$ cat config.mk
export PLATFORM = sky130hd
export DESIGN_NAME = serial_frame_rx
export DESIGN_NICKNAME = d
export VERILOG_FILES = /design/src/rtl/serial_frame_rx.sv
export SDC_FILE = /design/constraint.sdc
export NUM_CORES = 1
export LEC_CHECK = 0
export ABC_CLOCK_PERIOD_IN_PS = 4390
export BUFFER_PORTS_ARGS = -buffer_cell sky130_fd_sc_hd__buf_2
export CAP_MARGIN = 20
export CORE_ASPECT_RATIO = 0.8
export CORE_MARGIN = 1
export CORE_UTILIZATION = 63
export DETAILED_ROUTE_END_ITERATION = 8
export PLACE_DENSITY = 0.84
export SYNTH_ARGS = -nofsm -noshare
export SYNTH_HDL_FRONTEND = slang
export SYNTH_SLANG_ARGS = --single-unit
$ cat constraint.sdc
create_clock -name clk -period 4.39 [get_ports clk]
set_input_delay 0.6585 -clock clk [delete_from_list [all_inputs] [get_ports clk]]
set_output_delay 0.6585 -clock clk [all_outputs]
set_load 0.01 [all_outputs]
$ cat src/rtl/serial_frame_rx.sv
module serial_frame_rx #(
  parameter int OVS  = 16,
  parameter int SYNC = 2
) (
  input  logic       clk,
  input  logic       rst_n,
  input  logic       rx_en,
  input  logic       rx_line,
  input  logic       os_tick,
  input  logic [1:0] len_sel,
  input  logic [1:0] par_sel,
  input  logic       take,
  output logic [7:0] rx_word,
  output logic       word_ready,
  output logic       par_fault,
  output logic       stop_fault,
  output logic       pin_owned
);
  localparam int CW = $clog2(OVS);
  localparam logic [CW-1:0] T_A   = CW'(OVS/2 - 1);
  localparam logic [CW-1:0] T_MID = CW'(OVS/2);
  localparam logic [CW-1:0] T_C   = CW'(OVS/2 + 1);
  localparam logic [CW-1:0] T_END = CW'(OVS - 1);

  typedef enum logic [2:0] {S_IDLE, S_START, S_DATA, S_PAR, S_STOP} st_t;

  st_t             st;
  logic [SYNC-1:0] sync_q;
  logic [CW-1:0]   cnt;
  logic [2:0]      bit_n;
  logic [7:0]      sh;
  logic [1:0]      len_q, par_q;
  logic            v_a, v_b, pacc, pbit;

  wire rx_s      = sync_q[SYNC-1];
  wire vote      = (v_a & v_b) | (v_a & rx_s) | (v_b & rx_s);
  wire decide    = os_tick && (cnt == T_C);
  wire last_data = (bit_n == (3'd4 + {1'b0, len_q}));
  wire load_buf  = rx_en && (st == S_STOP) && decide;
  wire busy      = (st != S_IDLE);

  assign pin_owned = rx_en;

  always_ff @(posedge clk or negedge rst_n)
    if (!rst_n) sync_q <= '1;
    else        sync_q <= {sync_q[SYNC-2:0], rx_line};

  always_ff @(posedge clk or negedge rst_n) begin
    if (!rst_n) begin
      st <= S_IDLE; cnt <= '0; bit_n <= '0; sh <= '0;
      len_q <= '0; par_q <= '0; v_a <= 1'b1; v_b <= 1'b1;
      pacc <= 1'b0; pbit <= 1'b0;
    end else if (!rx_en) begin
      st <= S_IDLE;
    end else if (os_tick) begin
      cnt <= (cnt == T_END) ? '0 : cnt + 1'b1;
      if (cnt == T_A)   v_a <= rx_s;
      if (cnt == T_MID) v_b <= rx_s;
      case (st)
        S_IDLE:
          if (!rx_s) begin
            st <= S_START; cnt <= CW'(1);
            len_q <= len_sel; par_q <= par_sel;
            sh <= '0; pacc <= 1'b0; bit_n <= '0;
          end
        S_START: begin
          if (cnt == T_MID && rx_s) st <= S_IDLE;
          else if (cnt == T_END)    st <= S_DATA;
        end
        S_DATA: begin
          if (cnt == T_C) begin
            sh   <= {vote, sh[7:1]};
            pacc <= pacc ^ vote;
          end
          if (cnt == T_END) begin
            if (last_data) st <= par_q[1] ? S_PAR : S_STOP;
            else           bit_n <= bit_n + 3'd1;
          end
        end
        S_PAR: begin
          if (cnt == T_C)   pbit <= vote;
          if (cnt == T_END) st <= S_STOP;
        end
        S_STOP:
          if (cnt == T_C) st <= S_IDLE;
        default: st <= S_IDLE;
      endcase
    end
  end

  always_ff @(posedge clk or negedge rst_n) begin
    if (!rst_n) begin
      rx_word <= '0; word_ready <= 1'b0; par_fault <= 1'b0; stop_fault <= 1'b0;
    end else if (load_buf) begin
      rx_word    <= sh >> (2'd3 - len_q);
      word_ready <= 1'b1;
      par_fault  <= par_q[1] && (pbit != (pacc ^ par_q[0]));
      stop_fault <= !vote;
    end else if (take) begin
      word_ready <= 1'b0;
    end
  end
endmodule

# Word-level counts from Yosys, hierarchy flattened

Cells that the tools add are included.

Logic and storage cells: 92
Output and inout bits: 12
Input bits: 10
Flip-flop bits (word level): 39

Reduce and logical (&&, ||, !) cells: 17
Eq/ne operators: 21
Shift operators: 1
Add/subtract/negate cells: 4
Multiplexer cells: 26
Bitwise operators: 8

Operator list:

| kind                                                                  | number |
|---|---|
| 3-bit two-way mux                                                     | 13 |
| 8-bit two-way mux                                                     | 2 |
| 8-bit case mux with 2 select lines                                    | 1 |
| 3-bit case mux with 5 select lines                                    | 1 |
| 4-bit equality test, second input constant                            | 3 |
| 4-bit two-way mux                                                     | 3 |
| 3-bit inequality test, second input constant                          | 4 |
| 2-bit inequality test, second input constant                          | 4 |
| 4-bit AND reduction                                                   | 2 |
| 8-bit by 2-bit right shift with 8-bit output                          | 1 |
| 7-bit AND reduction                                                   | 1 |
| 3-bit by 2-bit equality test with 1-bit output, second input constant | 2 |
| 3-bit case mux with 2 select lines                                    | 1 |
| 3-bit AND reduction                                                   | 2 |
| 6-bit AND reduction                                                   | 1 |
| 1-bit logical AND                                                     | 5 |
| 5-bit AND reduction                                                   | 1 |
| 4-bit by 1-bit adder with 4-bit output, second input constant         | 1 |
| 4-bit by 3-bit equality test with 1-bit output, second input constant | 1 |
| 1-bit two-way mux                                                     | 4 |
| 4-bit inequality test, second input constant                          | 1 |
| 2-bit nonzero test                                                    | 2 |
| 3-bit by 1-bit adder with 3-bit output, second input constant         | 1 |
| 3-bit by 2-bit adder with 3-bit output, first input constant          | 1 |
| 15 further kinds                                                      | 19 |

# Logic depth before layout (Yosys ltp)

Word-level depth: 7
Gate-level depth with buffers: 7
Gate-level depth less buffers: 6

# Least setup slack after synthesis

OpenSTA, ideal clock, no wires.

Path type: register -> register
Start: register cnt[0]
End: register st[0]
Setup time: 125 ps
Arrival: 1543 ps
Setup slack: 2722 ps
Buffers on the path: 0
Period minus slack after synthesis: 1668 ps
Data required time: 4265 ps
Cell stages (with the launch flop): 5
Cells stage by stage: dfrtp_1 > ha_1 > and3_1 > o311ai_4 > mux2_4

Word-level cells in the longest chain between the ends: 6
Elaborated cells between the ends (all ways): 13
Classes of those cells: eq/ne (7); mux (4); reduce/logical (2)

Ends and longest elaborated chain:

| item                               | line | text |
|---|---|---|
| start: declaration                 | 29   | `logic [CW-1:0] cnt;` |
| start signal: assignment           | 56   | `cnt <= (cnt == T_END) ? '0 : cnt + 1'b1;` |
| 4-bit equality test                | 67   | `if (cnt == T_MID && rx_s) st <= S_IDLE;` |
| 1-bit logical AND                  | 67   |  |
| 3-bit two-way mux                  | 67   |  |
| 3-bit case mux with 5 select lines | 59   | `case (st)` |
| 3-bit two-way mux                  | 55   | `end else if (os_tick) begin` |
| 3-bit two-way mux                  | 53   | `end else if (!rx_en) begin` |
| end signal: assignment             | 76   | `if (last_data) st <= par_q[1] ? S_PAR : S_STOP;` |
| end: declaration                   | 27   | `st_t st;` |

Several ways; a longest one is shown, not always the timed one. The select of a mux whose other input is x is not followed.
A chain may end at the register's enable or synchronous reset.

# Final worst setup path

Start: register cnt[1]
End: register rx_word[0]

Word-level cells in the longest chain between the ends: 3

Ends and longest elaborated chain:

| item                   | line | text |
|---|---|---|
| 4-bit equality test    | 37   | `wire decide = os_tick && (cnt == T_C);` |
| 1-bit logical AND      | 37   |  |
| 1-bit logical AND      | 39   | `wire load_buf = rx_en && (st == S_STOP) && decide;` |
| end signal: assignment | 95   | `rx_word <= sh >> (2'd3 - len_q);` |
| end: declaration       | 13   | `output logic [7:0] rx_word,` |

Every way passes these cells.

==> run metrics <==
Hold Crit Class=reg2reg; Syn Area/Cell=10.6 um^2; P_leak=1.03 nW; CTS sink cnt=39; hold depth=0; Pre-Repair DR Iteration Count=5; Initial Util=68.5%; H-tree depth=2; Finished Core Util=73.7%; CTS tree=done; post-layout min period=2.10 ns; CP max FO=20; highest-count cells in the layout ignoring fill and taps=35 x dfrtp_1, 28 x nand2_1, 21 x o21ai_1, 21 x buf_2, 12 x inv_1; RR Startpoint=cnt[1]$_DFFE_PN0P_; GRT Overall Usage=25.4%; post-CTS setup buffer count=0; setup TNS=0 ns; Cells after Synth=207; clock latency on the worst-skew pair=0.29 ns; hold_buf cts=0; Post-Route Skew=0.00779 ns; reg-to-reg endpoint=rx_word[0]$_DFFE_PN0P_; final WL=4310 um; CP Launch Type=flip-flop; layout cell share with drive strength beyond 1=21.3%; CTS max path bufs=2; area grow syn2layout=7.60%; number of synthesized flops with an enable pin=0; WL per Instance=16.3 um; Hold EP=sync_q[1]$_DFF_PN1_; number of fillers in the final layout=218; drt drc=0; Clock transition at path regs=0.07 ns; Worst Reg-to-Reg Cells=5; Critical Path Max Stage Delay=0.51 ns; period utilization=47.8%; fin cells=265; RSZ-0062 raised after global routing=no; Chip Width=67.9 um; Max Freq=0.476 GHz; asr flop ratio synth=100%; Synth Net Count=221; initial antenna violation count=0; Root Buffer=clkbuf_8; post_cts resized=0; Post-Syn Area=2190 um^2; remaining antenna violation count=0; Worst path slowest cell=nand3_1; DR vias/cell=6.18; final net count=238; hpwl dp=3050 um; hold_sp=sync_q[0]$_DFF_PN1_; via count=1637; Cells after DPL=257; max-slew violation count=0; die extent in y=54.7 um; maximum VDD drop=0.342 mV; cts bufs inserted=5; Rel. slew slack=44.8%; power per cell area=543 nW/um^2; total global routing overflow=0; GP Congestion=0.886; WP data required=4.57 ns; Synth Warn #=0; Antenna Diode Count=0; Worst-Margin Slew=0.828 ns; Final Setup Violations=0; fin worst setup slack=2.29 ns; area of the die=3720 um^2; cell row count=18; WS Path Type=reg2reg; arrival time at the worst endpoint=2.28 ns; sequential fraction of the synthesis area=44.8%; # IOs=22; first-pass GRT wire length=6690 um; vias in the first global route=1418; Core Box Area=3200 um^2; Synth cell types=58; largest net degree at the start of global routing=40; Power, Total=1.28 mW; max cap viols=0; ys flop type=dfrtp_1; Crit. End Element=flip-flop; port buffer count=21; outcome=finished, final reports clean; DRT iter0 DRCs=69; commonest non-fill, non-tap cell in the layout=dfrtp_1; Hold Fails Final Rpt=0; DP Worst Slack=2.04 ns; r2r setup slk=2.29 ns; #FFs+latches synth=39; cell chain of the critical path=inv_1 -> ha_1 -> and3b_1 -> nand3_1 -> mux2_1
[registers in the layout, indices dropped and copies added (netlist names)]
signal / cells
rx_word: 8
sh: 8
cnt: 4
bit_n: 3
st: 3
len_q: 2
par_q: 2
sync_q: 2
pacc: 1
par_fault: 1
pbit: 1
stop_fault: 1
v_a: 1
v_b: 1
word_ready: 1
[synth_stat cells (2+ instances only)]
library cell   n  area share, %
a21o_1         2           0.69
a21oi_1        4           0.91
a31oi_1        2           0.57
and3b_1        2           0.80
buf_2          4           0.91
buf_4          2           0.69
buf_6          2            1.0
clkbuf_1       3           0.51
dfrtp_1       35             40
dfstp_2        4            4.8
ha_1           4            2.3
inv_1         12            2.1
mux2_1         6            3.1
mux2_4         2            1.4
mux2i_1       11            5.0
nand2_1       28            4.8
nand3_1        5            1.1
nand4_1        2           0.57
nand4b_1       2           0.80
nor2_1         3           0.51
nor3b_2        2            1.1
o21ai_0        5            1.1
o21ai_1       21            4.8
o221ai_1       2           0.80
o2bb2ai_1      3            1.2
o31ai_1        3            1.0
o41ai_1        3            1.2
xnor2_1        3            1.2
[metal layers]
metal	track usage (%)	vias to the layer above	part of all wire (%)
li1	-	781	-
met1	35.2	790	49
met2	37.6	55	44
met3	6.25	11	4.8
met4	11.5	0	1.9
met5	0	-	0
[worst max-delay path: cells and delay by family (launching register included)]
| family | cells | cell delay (ns) |
|---|---|---|
| fa+ha+maj | 1 | 0.14 |
| simple gates | 2 | 0.80 |
| mux | 1 | 0.51 |
| flops | 1 | 0.42 |
| buf+inv | 1 | 0.11 |
[power breakdown]
part	switching, mW	internal (mW)	total (mW)
Sequential	0.148	0.446	0.594
Combinational	0.242	0.213	0.455
Clock	0.118	0.113	0.231
Total	0.508	0.772	1.28
[stage by stage]
step / instance area, um^2 / hold slack, ns
2_1_floorplan: 2190 / 0.345
5_1_grt: 2360 / 0.363
3_5_place_dp: 2280 / 0.350
3_3_place_gp: 2280 / 0.349
6_report: 2360 / 0.357
4_1_cts: 2360 / 0.359
[worst max path at each step]
stage | startpoint | to | slack (ns) | cells past startpoint
floorplan | cnt[0]$_DFFE_PN0P_ | st[0]$_DFFE_PN0P_ | 2.72 | 4
global route | cnt[1]$_DFFE_PN0P_ | rx_word[0]$_DFFE_PN0P_ | 2.13 | 5
detailed placement | rx_en | rx_word[0]$_DFFE_PN0P_ | 2.04 | 4
finish | cnt[1]$_DFFE_PN0P_ | rx_word[0]$_DFFE_PN0P_ | 2.29 | 5
global placement | rx_en | rx_word[0]$_DFFE_PN0P_ | 2.11 | 4
CTS | cnt[1]$_DFFE_PN0P_ | rx_word[0]$_DFFE_PN0P_ | 2.27 | 5
[cell families after synthesis]
logic type                 share of synthesized area, %
AOI/OAI and AO/OA                                  17.6
adders and majority gates                          2.74
muxes                                              9.99
buffers and inverters                              5.20
DFF                                                44.8
xor gates and xnor gates                           1.60
and+or+nand+nor                                    18.0
[layout make-up]
cell class / instances / area [um^2] / area share [%]
Multi-Input combinational cell: 145 / 1100 / 46.5
Sequential cell: 39 / 981 / 41.6
Timing Repair Buffer: 21 / 105 / 4.46
Clock buffer: 8 / 80.1 / 3.40
Tap cell: 40 / 50.0 / 2.12
Inverter: 12 / 45.0 / 1.91
Note: power is estimated with default switching activity, not from simulation.
